## src/rtl/swc_pkg.sv

```systemverilog
package swc_pkg;
  typedef struct packed {
    logic       pol;
    logic [2:0] src;
    logic       bypass;
    logic       pre;
  } ctrl_t;

  typedef enum logic [1:0] {
    GRP_NONE = 2'b00,
    GRP_LOW  = 2'b01,
    GRP_ALL  = 2'b10,
    GRP_RSVD = 2'b11
  } grp_e;

  localparam logic [2:0] SRC_NONE   = 3'd0;
  localparam logic [2:0] SRC_P2_TOP = 3'd5;
  localparam logic [2:0] SRC_P2_LOW = 3'd6;
  localparam logic [2:0] SRC_P2_ALL = 3'd7;
endpackage

```

## src/rtl/swc_clk_div.sv

```systemverilog
module swc_clk_div #(
  parameter int PRESCALE = 16
) (
  input  logic clk_i,
  input  logic rst_ni,
  input  logic bypass_i,
  input  logic pre_i,
  input  logic stop_i,
  output logic tick_o
);
  localparam int MAX_N = 2 * PRESCALE;
  localparam int CW    = $clog2(MAX_N) + 1;

  logic [CW-1:0] cnt_q, cur_n_q, new_n;
  logic          tick;

  always_comb begin
    new_n = bypass_i ? CW'(1) : CW'(2);
    if (pre_i) new_n = new_n * CW'(PRESCALE);
  end

  assign tick = (cnt_q == cur_n_q - CW'(1));

  // period length is latched only on a boundary
  always_ff @(posedge clk_i or negedge rst_ni) begin
    if (!rst_ni) begin
      cnt_q   <= '0;
      cur_n_q <= CW'(2);
    end else if (tick) begin
      cnt_q   <= '0;
      cur_n_q <= new_n;
    end else begin
      cnt_q   <= cnt_q + CW'(1);
    end
  end

  assign tick_o = tick & ~stop_i;

  a_r4_cnt_in_range: assert property (@(posedge clk_i) disable iff (!rst_ni)
    cnt_q < cur_n_q);

  a_r4_mode_on_boundary: assert property (@(posedge clk_i) disable iff (!rst_ni)
    (cur_n_q != $past(cur_n_q)) |-> $past(tick));
endmodule

```

## src/rtl/swc_src_sel.sv

```systemverilog
module swc_src_sel
  import swc_pkg::*;
#(
  parameter int P2_W = 8,
  parameter int P3_W = 4
) (
  input  logic [2:0]      src_i,
  input  logic [1:0]      grp_i,
  input  logic            pol_i,
  input  logic            analog_i,
  input  logic [P2_W-1:0] p2_lvl_i,
  input  logic [P3_W-1:0] p3_lvl_i,
  output logic            active_o
);
  localparam int LOW_W = P2_W / 2;
  localparam int IDX_W = $clog2(P3_W);

  logic [P2_W-1:0] a2;
  logic [P3_W-1:0] a3;
  logic            act;

  assign a2 = pol_i ? p2_lvl_i : ~p2_lvl_i;

  for (genvar i = 0; i < P3_W; i++) begin : g_p3
    if (i == 0) begin : g_dig
      assign a3[i] = pol_i ? p3_lvl_i[i] : ~p3_lvl_i[i];
    end else begin : g_ana
      assign a3[i] = ~analog_i & (pol_i ? p3_lvl_i[i] : ~p3_lvl_i[i]);
    end
  end

  always_comb begin
    act = 1'b0;
    case (src_i)
      SRC_NONE: begin
        case (grp_e'(grp_i))
          GRP_LOW: act = |a2[LOW_W-1:0];
          GRP_ALL: act = |a2;
          default: act = 1'b0;
        endcase
      end
      SRC_P2_TOP: act = a2[P2_W-1];
      SRC_P2_LOW: act = |a2[LOW_W-1:0];
      SRC_P2_ALL: act = |a2;
      default:    act = a3[IDX_W'(src_i - 3'd1)];
    endcase
  end

  assign active_o = act;

  always_comb begin
    a_r9_analog_mask: assert (!(analog_i && (src_i inside {3'd2, 3'd3, 3'd4})) || !active_o);
    a_r8_no_source:   assert (!((src_i == SRC_NONE) && (grp_i inside {GRP_NONE, GRP_RSVD})) || !active_o);
  end
endmodule

```

## src/rtl/swc_wake_sync.sv

```systemverilog
module swc_wake_sync (
  input  logic clk_i,
  input  logic rst_ni,
  input  logic active_i,
  input  logic stop_i,
  output logic wake_o
);
  logic s1_q, s2_q, prev_q, wake_q;
  logic rise;

  assign rise = s2_q & ~prev_q;

  always_ff @(posedge clk_i or negedge rst_ni) begin
    if (!rst_ni) begin
      s1_q   <= 1'b0;
      s2_q   <= 1'b0;
      prev_q <= 1'b0;
      wake_q <= 1'b0;
    end else begin
      s1_q   <= active_i;
      s2_q   <= s1_q;
      prev_q <= s2_q;
      wake_q <= stop_i ? (wake_q | rise) : 1'b0;
    end
  end

  assign wake_o = wake_q & stop_i;

  a_r12_clear_outside_stop: assert property (@(posedge clk_i) disable iff (!rst_ni)
    !stop_i |=> !wake_q);
endmodule

```

## src/rtl/stop_wake_ctrl.sv

```systemverilog
module stop_wake_ctrl
  import swc_pkg::*;
#(
  parameter int P2_W     = 8,
  parameter int P3_W     = 4,
  parameter int DATA_W   = 8,
  parameter int PRESCALE = 16
) (
  input  logic              clk_i,
  input  logic              rst_ni,
  input  logic              wr_en_i,
  input  logic              wr_addr_i,
  input  logic [DATA_W-1:0] wr_data_i,
  input  logic              stop_i,
  input  logic [P2_W-1:0]   p2_in_i,
  input  logic [P2_W-1:0]   p2_out_i,
  input  logic [P2_W-1:0]   p2_dir_i,
  input  logic [P3_W-1:0]   p3_in_i,
  input  logic              p3_analog_i,
  output logic              sys_ce_o,
  output logic              tmr_ce_o,
  output logic              wake_o
);
  localparam int CTRL_W = $bits(ctrl_t);

  ctrl_t           ctrl_q;
  logic [1:0]      grp_q;
  logic [P2_W-1:0] p2_lvl;
  logic            active, tick;

  always_ff @(posedge clk_i or negedge rst_ni) begin
    if (!rst_ni) begin
      ctrl_q <= '0;
      grp_q  <= '0;
    end else if (wr_en_i) begin
      if (!wr_addr_i) ctrl_q <= ctrl_t'(wr_data_i[CTRL_W-1:0]);
      else            grp_q  <= wr_data_i[1:0];
    end
  end

  // output-mode pins are judged by their driven level
  assign p2_lvl = (p2_dir_i & p2_out_i) | (~p2_dir_i & p2_in_i);

  swc_clk_div #(.PRESCALE(PRESCALE)) u_div (
    .clk_i    (clk_i),
    .rst_ni   (rst_ni),
    .bypass_i (ctrl_q.bypass),
    .pre_i    (ctrl_q.pre),
    .stop_i   (stop_i),
    .tick_o   (tick)
  );

  swc_src_sel #(.P2_W(P2_W), .P3_W(P3_W)) u_sel (
    .src_i    (ctrl_q.src),
    .grp_i    (grp_q),
    .pol_i    (ctrl_q.pol),
    .analog_i (p3_analog_i),
    .p2_lvl_i (p2_lvl),
    .p3_lvl_i (p3_in_i),
    .active_o (active)
  );

  swc_wake_sync u_sync (
    .clk_i    (clk_i),
    .rst_ni   (rst_ni),
    .active_i (active),
    .stop_i   (stop_i),
    .wake_o   (wake_o)
  );

  assign sys_ce_o = tick;
  assign tmr_ce_o = tick;

  a_r5_no_ce_in_stop: assert property (@(posedge clk_i) disable iff (!rst_ni)
    stop_i |-> !sys_ce_o && !tmr_ce_o);
endmodule

```

## config.mk

```make
export PLATFORM = sky130hd
export DESIGN_NAME = stop_wake_ctrl
export DESIGN_NICKNAME = d
export VERILOG_FILES = /design/src/rtl/swc_pkg.sv /design/src/rtl/swc_clk_div.sv /design/src/rtl/swc_src_sel.sv /design/src/rtl/swc_wake_sync.sv /design/src/rtl/stop_wake_ctrl.sv
export SDC_FILE = /design/constraint.sdc
export NUM_CORES = 1
export LEC_CHECK = 0
export BUFFER_PORTS_ARGS = -buffer_cell sky130_fd_sc_hd__buf_2
export CAP_MARGIN = 20
export CORE_MARGIN = 2
export CORE_UTILIZATION = 40
export DETAILED_ROUTE_END_ITERATION = 12
export PLACE_DENSITY = 0.7
export SLEW_MARGIN = 10
export SYNTH_ARGS = -nofsm -noshare
export SYNTH_HDL_FRONTEND = slang
export SYNTH_SLANG_ARGS = --single-unit
```

## constraint.sdc

```tcl
create_clock -name clk_i -period 2.18 [get_ports clk_i]
set_input_delay 0.109 -clock clk_i [delete_from_list [all_inputs] [get_ports clk_i]]
set_output_delay 0.109 -clock clk_i [all_outputs]
set_load 0.005 [all_outputs]
```

==> impl_metrics.ini, run 1 <==
[outcome]
outcome = complete, no violations

[timing]
drv_slew = 0
fin_skew_ns = 0.00517
setup-violations-final = 0
rsz0062_at_grt = false
hold_viol_final = 0
tightest_slew_ns = 0.590
relSlewSlack_pct = 60.6
hold_ws_ns = 0.0146
min_period_over_period_pct = 92.5
tns_ns = 0
layout_min_cycle_time_ns = 2.02
fin_ws_ns = 0.163
timing.fmax_mhz = 496

[clock_network]
cts.sinks = 22
root_buffer = clkbuf_4
worstSkewPairLatency_ns = 0.31
cts-buffers-inserted = 3
clock_path_buffers = 2
path_clk_slew_ns = 0.12
cts_tree = done
h-tree-depth = 1

[global_routing]
track_usage_pct = 15.1
grt-ovfl-total = 0
grt_pass1_vias = 1085
grt_max_degree = 23
grt_pass1_wl_mm = 4.20
grt_antenna_before_repair = 0

[logic_synthesis]
ys_top_cells_by_area = dfrtp_1 (40%), mux2_2 (9.4%), ha_1 (7.6%)
synth_most_common_cell = dfrtp_1
postSynthAreaPerCell_um2 = 10.3
yosys_warnings = 0
synth_flop_cell = dfrtp_1
synthCells = 127
syn_nets = 177
ys_ff_latch = 22
ys_async_sr_fraction_pct = 100
synth_commonest_cells = dfrtp_1 (21), mux2_2 (11), nand2_1 (11), nor2_1 (9), ha_1 (8)
ys_seq_area_share_pct = 42.0
synth_edf_count = 0
ys_types = 28
yosysTopAreaCellShare_pct = 40.0
synth_area_leader_cell = dfrtp_1
synth_area_um2 = 1310

[placement]
placed_cells = 210
io_buffer_count = 42
dp_hpwl_mm = 1.96
dpl_cell_area_um2 = 1560
globalplace.congestion = 0.844
post-place-ws_ns = 0.0959

[job]
max_cap_violations = 0

[die]
core_um2 = 3080
rows = 20
die_y_um = 61.3
dieArea_um2 = 3760
ios = 45
start_util_pct = 42.6
die_w_um = 61.3

[pwr]
total_leakage_power_nw = 0.747
power_per_cell_area_nw_per_um2 = 556
ir_worst_vdd_mv = 0.281

[drt]
dr.pass1.iters = 4
via_per_inst = 4.87
drc = 0
wire_per_inst_um = 11.1
drt_wl_total_mm = 2.40
dr_total_vias = 1052
ant_nets = 0
drtIter0Drc = 58

[setup_path]
reg2reg_slack_ns = 0.24
crit_path_start_kind = register
crit_path_end_kind = output pin
cp.arrival_ns = 1.91
critical_path_required_ns = 2.07
critPathMaxFanout = 3
path_class = reg -> out

[finish]
drive_above_1_share_pct = 37.8
fillerInstances = 301
antennaDiodeCount = 0
nNetsFinal = 223
syn2layout_area_growth_pct = 23.7
fin_cells = 216
design_area_um2 = 1620

[hold_path]
hold_path_class = in -> reg
[final timing paths]
check,startpoint,endpoint,depth (start not counted)
min in group asynchronous,rst_ni,u_div.cnt_q[0],2
setup / recovery,u_div.cnt_q[4],sys_ce_o,6
setup reg to reg,u_div.cnt_q[4],u_div.cur_n_q[5],6
hold reg to reg,u_sync.s1_q,u_sync.s2_q,0
hold / removal,wr_data_i[2],ctrl_q[2],3
max in group asynchronous,rst_ni,u_div.cur_n_q[1],2
[cell families after synthesis]
| group | synth area share, % |
|---|---|
| DFF | 42.0 |
| muxes | 15.9 |
| AOI/OAI and AO/OA | 4.96 |
| and+or+nand+nor | 16.8 |
| xor gates and xnor gates | 8.67 |
| adders and majority gates | 7.63 |
| buffers and inverters | 4.00 |
[where the power goes]
group	total, mW	switching [mW]	internal (mW)
clock	0.223	0.121	0.102
sequential	0.497	0.0385	0.458
combinational	0.184	0.0805	0.104
total	0.904	0.240	0.664
[per-stage QoR]
stage	power (mW)	util, %
3_5_place_dp	0.691	50.7
6_report	0.904	52.8
5_1_grt	0.968	52.8
4_1_cts	0.918	52.2
2_1_floorplan	0.616	-
3_3_place_gp	0.679	50.7
[routing by layer]
layer / wire length (µm) / vias up / global-route usage [%]
met2: 1340 / 20 / 27.1
li1: - / 523 / -
met5: 0 / - / 0
met4: 53 / 0 / 8.07
met3: 92 / 7 / 3.99
met1: 922 / 502 / 16.2
[placed cells by master, fill, tap and decap left out, types with 5 or more instances in the layout]
cell | Yosys | layout
ha_1 | 8 | 7
mux2i_1 | 7 | 7
buf_2 | 0 | 42
dfrtp_1 | 21 | 21
nand2_1 | 11 | 11
o21ai_0 | 7 | 7
xor2_1 | 6 | 6
mux2_2 | 11 | 11
inv_1 | 7 | 7
xnor2_1 | 7 | 7
nor2_1 | 9 | 9
nor2b_1 | 6 | 5
[timing repair]
action                                  in CTS  in global routing
pin swaps                                    1                  2
gates resized for setup                      1                  2
hold buffers                                 1                  0
setup buffers                                0                  1
endpoints found under the setup margin       2                  2
hold endpoints to repair                    21                  0
[area by class of cell]
type	count	area [µm²]	area share, %
Tap cell	44	55.1	3.39
Timing Repair Buffer	45	235	14.5
Clock buffer	4	36.3	2.23
Inverter	7	26.3	1.62
Multi-Input combinational cell	94	719	44.3
Sequential cell	22	552	34.0
[flip-flops by register name, summed over array words and instances, names as in the netlist]
register / cells
u_sync.s2_q: 1
grp_q: 2
u_div.cur_n_q: 4
u_sync.s1_q: 1
u_div.cnt_q: 6
ctrl_q: 6
u_sync.prev_q: 1
u_sync.wake_q: 1
[critical path, stage by stage, from the launching register on]
cell and delay [ns]:
dfrtp_1 0.44, xor2_1 0.19, nor4_2 0.26, a31oi_1 0.08, nor4_2 0.31, nor2b_2 0.19
buf_2 0.11
Note: power is estimated with default switching activity, not from simulation.
==> inputs of run 2 (changes only) <==
--- a/constraint.sdc
+++ b/constraint.sdc
@@ -3,2 +3,2 @@
 set_output_delay 0.109 -clock clk_i [all_outputs]
-set_load 0.005 [all_outputs]
+set_load 0.02 [all_outputs]
==> run 2 against run 1 <==
Compared with the run above: clock power fell by 19%; sequential cell count did not move; non-clock buffer count rose by 2; die area did not move; highest routed layer unchanged; cell count rose by 0.93%; hold slack improved by 0.0042 ns; power fell by 4.1%; setup slack got worse by 0.092 ns; largest power group unchanged; count of clock-buffer cells in the layout did not move; wire length rose by 3.8%.
==> impl_metrics.ini, run 2 (same netlist as run 1, synthesis figures left out) <==
[finish]
final_common_cell = buf_2
design_area_um2 = 1670
antennaDiodeCount = 0
syn2layout_area_growth_pct = 26.9
drive_above_1_share_pct = 38.5
utilization_pct = 54.1
nNetsFinal = 225
fillerInstances = 295
mostFrequentLayoutCells = buf_2 (40), dfrtp_1 (21), mux2_2 (11), nand2_1 (11), nor2_1 (9)
reg_top3 = ctrl_q x6, u_div.cnt_q x6, u_div.cur_n_q x4

[die]
start_util_pct = 42.6
die_w_um = 61.3
die_y_um = 61.3
core_um2 = 3080
dieArea_um2 = 3760
ios = 45
rows = 20

[setup_path]
reg2reg_slack_ns = 0.12
cp.arrival_ns = 2.00
critical_path_required_ns = 2.07
reg2reg_to = u_div.cur_n_q[5]
critPathMaxFanout = 2
crit_path_end_kind = output pin
worstRegToRegCells = 8
path_class = reg -> out
crit_path_start_kind = register
worstSetupStartpoint = u_div.cur_n_q[1]
r2r_start = u_div.cur_n_q[1]

[timing]
tightest_slew_ns = 0.621
layout_min_cycle_time_ns = 2.11
fin_skew_ns = 0.00160
tns_ns = 0
min_period_over_period_pct = 96.7
hold_viol_final = 0
drv_slew = 0
relSlewSlack_pct = 58.5
rsz0062_at_grt = true
setup-violations-final = 0
timing.fmax_mhz = 474

[drt]
dr_total_vias = 1056
wire_per_inst_um = 11.4
dr.pass1.iters = 2
drc = 0
via_per_inst = 4.84
drt_wl_total_mm = 2.50
drtIter0Drc = 17
ant_nets = 0

[hold_path]
hold_path_class = in -> reg
hold_depth = 3
min_from = wr_data_i[2]
hold_end = ctrl_q[2]

[global_routing]
grt-ovfl-total = 0
grt_pass1_wl_mm = 4.23
track_usage_pct = 15.0
grt_max_degree = 23
grt_pass1_vias = 1083
grt_antenna_before_repair = 0

[pwr]
power.share.clock_pct = 20.9
p_sw_share_pct = 27.0
ir_worst_vdd_mv = 0.272
pwr-share-seq_pct = 57.5
total_leakage_power_nw = 0.755
power_per_cell_area_nw_per_um2 = 520
combPwrFrac_pct = 21.7
p_int_mw = 0.633
p_switching_mw = 0.234

[placement]
dp_hpwl_mm = 2.00
globalplace.congestion = 0.804
dpl_cell_area_um2 = 1570
io_buffer_count = 42

[clock_network]
cts.sinks = 22
worstSkewPairLatency_ns = 0.29
clock_path_buffers = 2
h-tree-depth = 1
path_clk_slew_ns = 0.11
cts-buffers-inserted = 3
root_buffer = clkbuf_4
cts_tree = done

[outcome]
outcome = complete, no violations

[job]
max_cap_violations = 0
## run 2: worst max-delay path: stages, from the launching register on
cell and delay [ns]:
dfstp_2 0.55, inv_2 0.05, ha_4 0.16, nor4_4 0.20
a31oi_1 0.07, nor4_2 0.32, nor2b_4 0.23, buf_6 0.13
## run 2: cell type report
cell class / instances / area, µm² / share of cell area, %
multi-input cells: 94 / 743 / 44.6
flip-flops and latches: 22 / 552 / 33.1
repair buffers: 47 / 263 / 15.8
well taps: 44 / 55.1 / 3.31
clock buffers: 4 / 26.3 / 1.58
inverters: 7 / 26.3 / 1.58
## run 2: power groups by stage
stage / Combinational (mW) / Sequential (mW) / Clock (mW)
finish: 0.188 / 0.498 / 0.181
global route: 0.215 / 0.509 / 0.219
CTS: 0.192 / 0.499 / 0.194
detailed placement: 0.190 / 0.507 / 0
global placement: 0.182 / 0.502 / 0
floorplan: 0.129 / 0.490 / 0
## run 2: how the worst max path moves through the flow
| stage | depth (start not counted) | slack [ns] | endpoint |
|---|---|---|---|
| 2_1_floorplan | 8 | 0.02 | tmr_ce_o |
| 3_3_place_gp | 7 | 0.13 | u_div.cur_n_q[5] |
| 3_5_place_dp | 7 | 0.05 | u_div.cur_n_q[5] |
| 4_1_cts | 7 | 0.04 | sys_ce_o |
| 5_1_grt | 7 | -0.04 | sys_ce_o |
| 6_report | 7 | 0.07 | sys_ce_o |
## run 2: layer usage
metal / routed length [µm] / track usage (%) / up-vias
li1: - / - / 527
met1: 1000 / 15.2 / 498
met2: 1360 / 28.7 / 23
met3: 78 / 3.15 / 8
met4: 60 / 7.45 / 0
met5: 0 / 0 / -
## run 2: repair_timing
action	CTS	global route
resized for setup	0	10
endpoints found under the setup margin	2	2
pin swaps	1	2
hold endpoints to repair	21	0
setup buffers	1	1
hold buffers	1	0
## run 2: per-stage QoR
stage / instances / power (mW) / setup WS (ns) / hold WS [ns]
after global routing: 218 / 0.943 / -0.0375 / 0.0257
final: 218 / 0.866 / 0.0715 / 0.0187
after CTS: 217 / 0.885 / 0.0374 / 0.0149
after detailed placement: 211 / 0.697 / 0.0482 / 0.102
after floorplan: 127 / 0.619 / 0.0205 / -0.187
after global placement: 211 / 0.683 / 0.128 / 0.0933
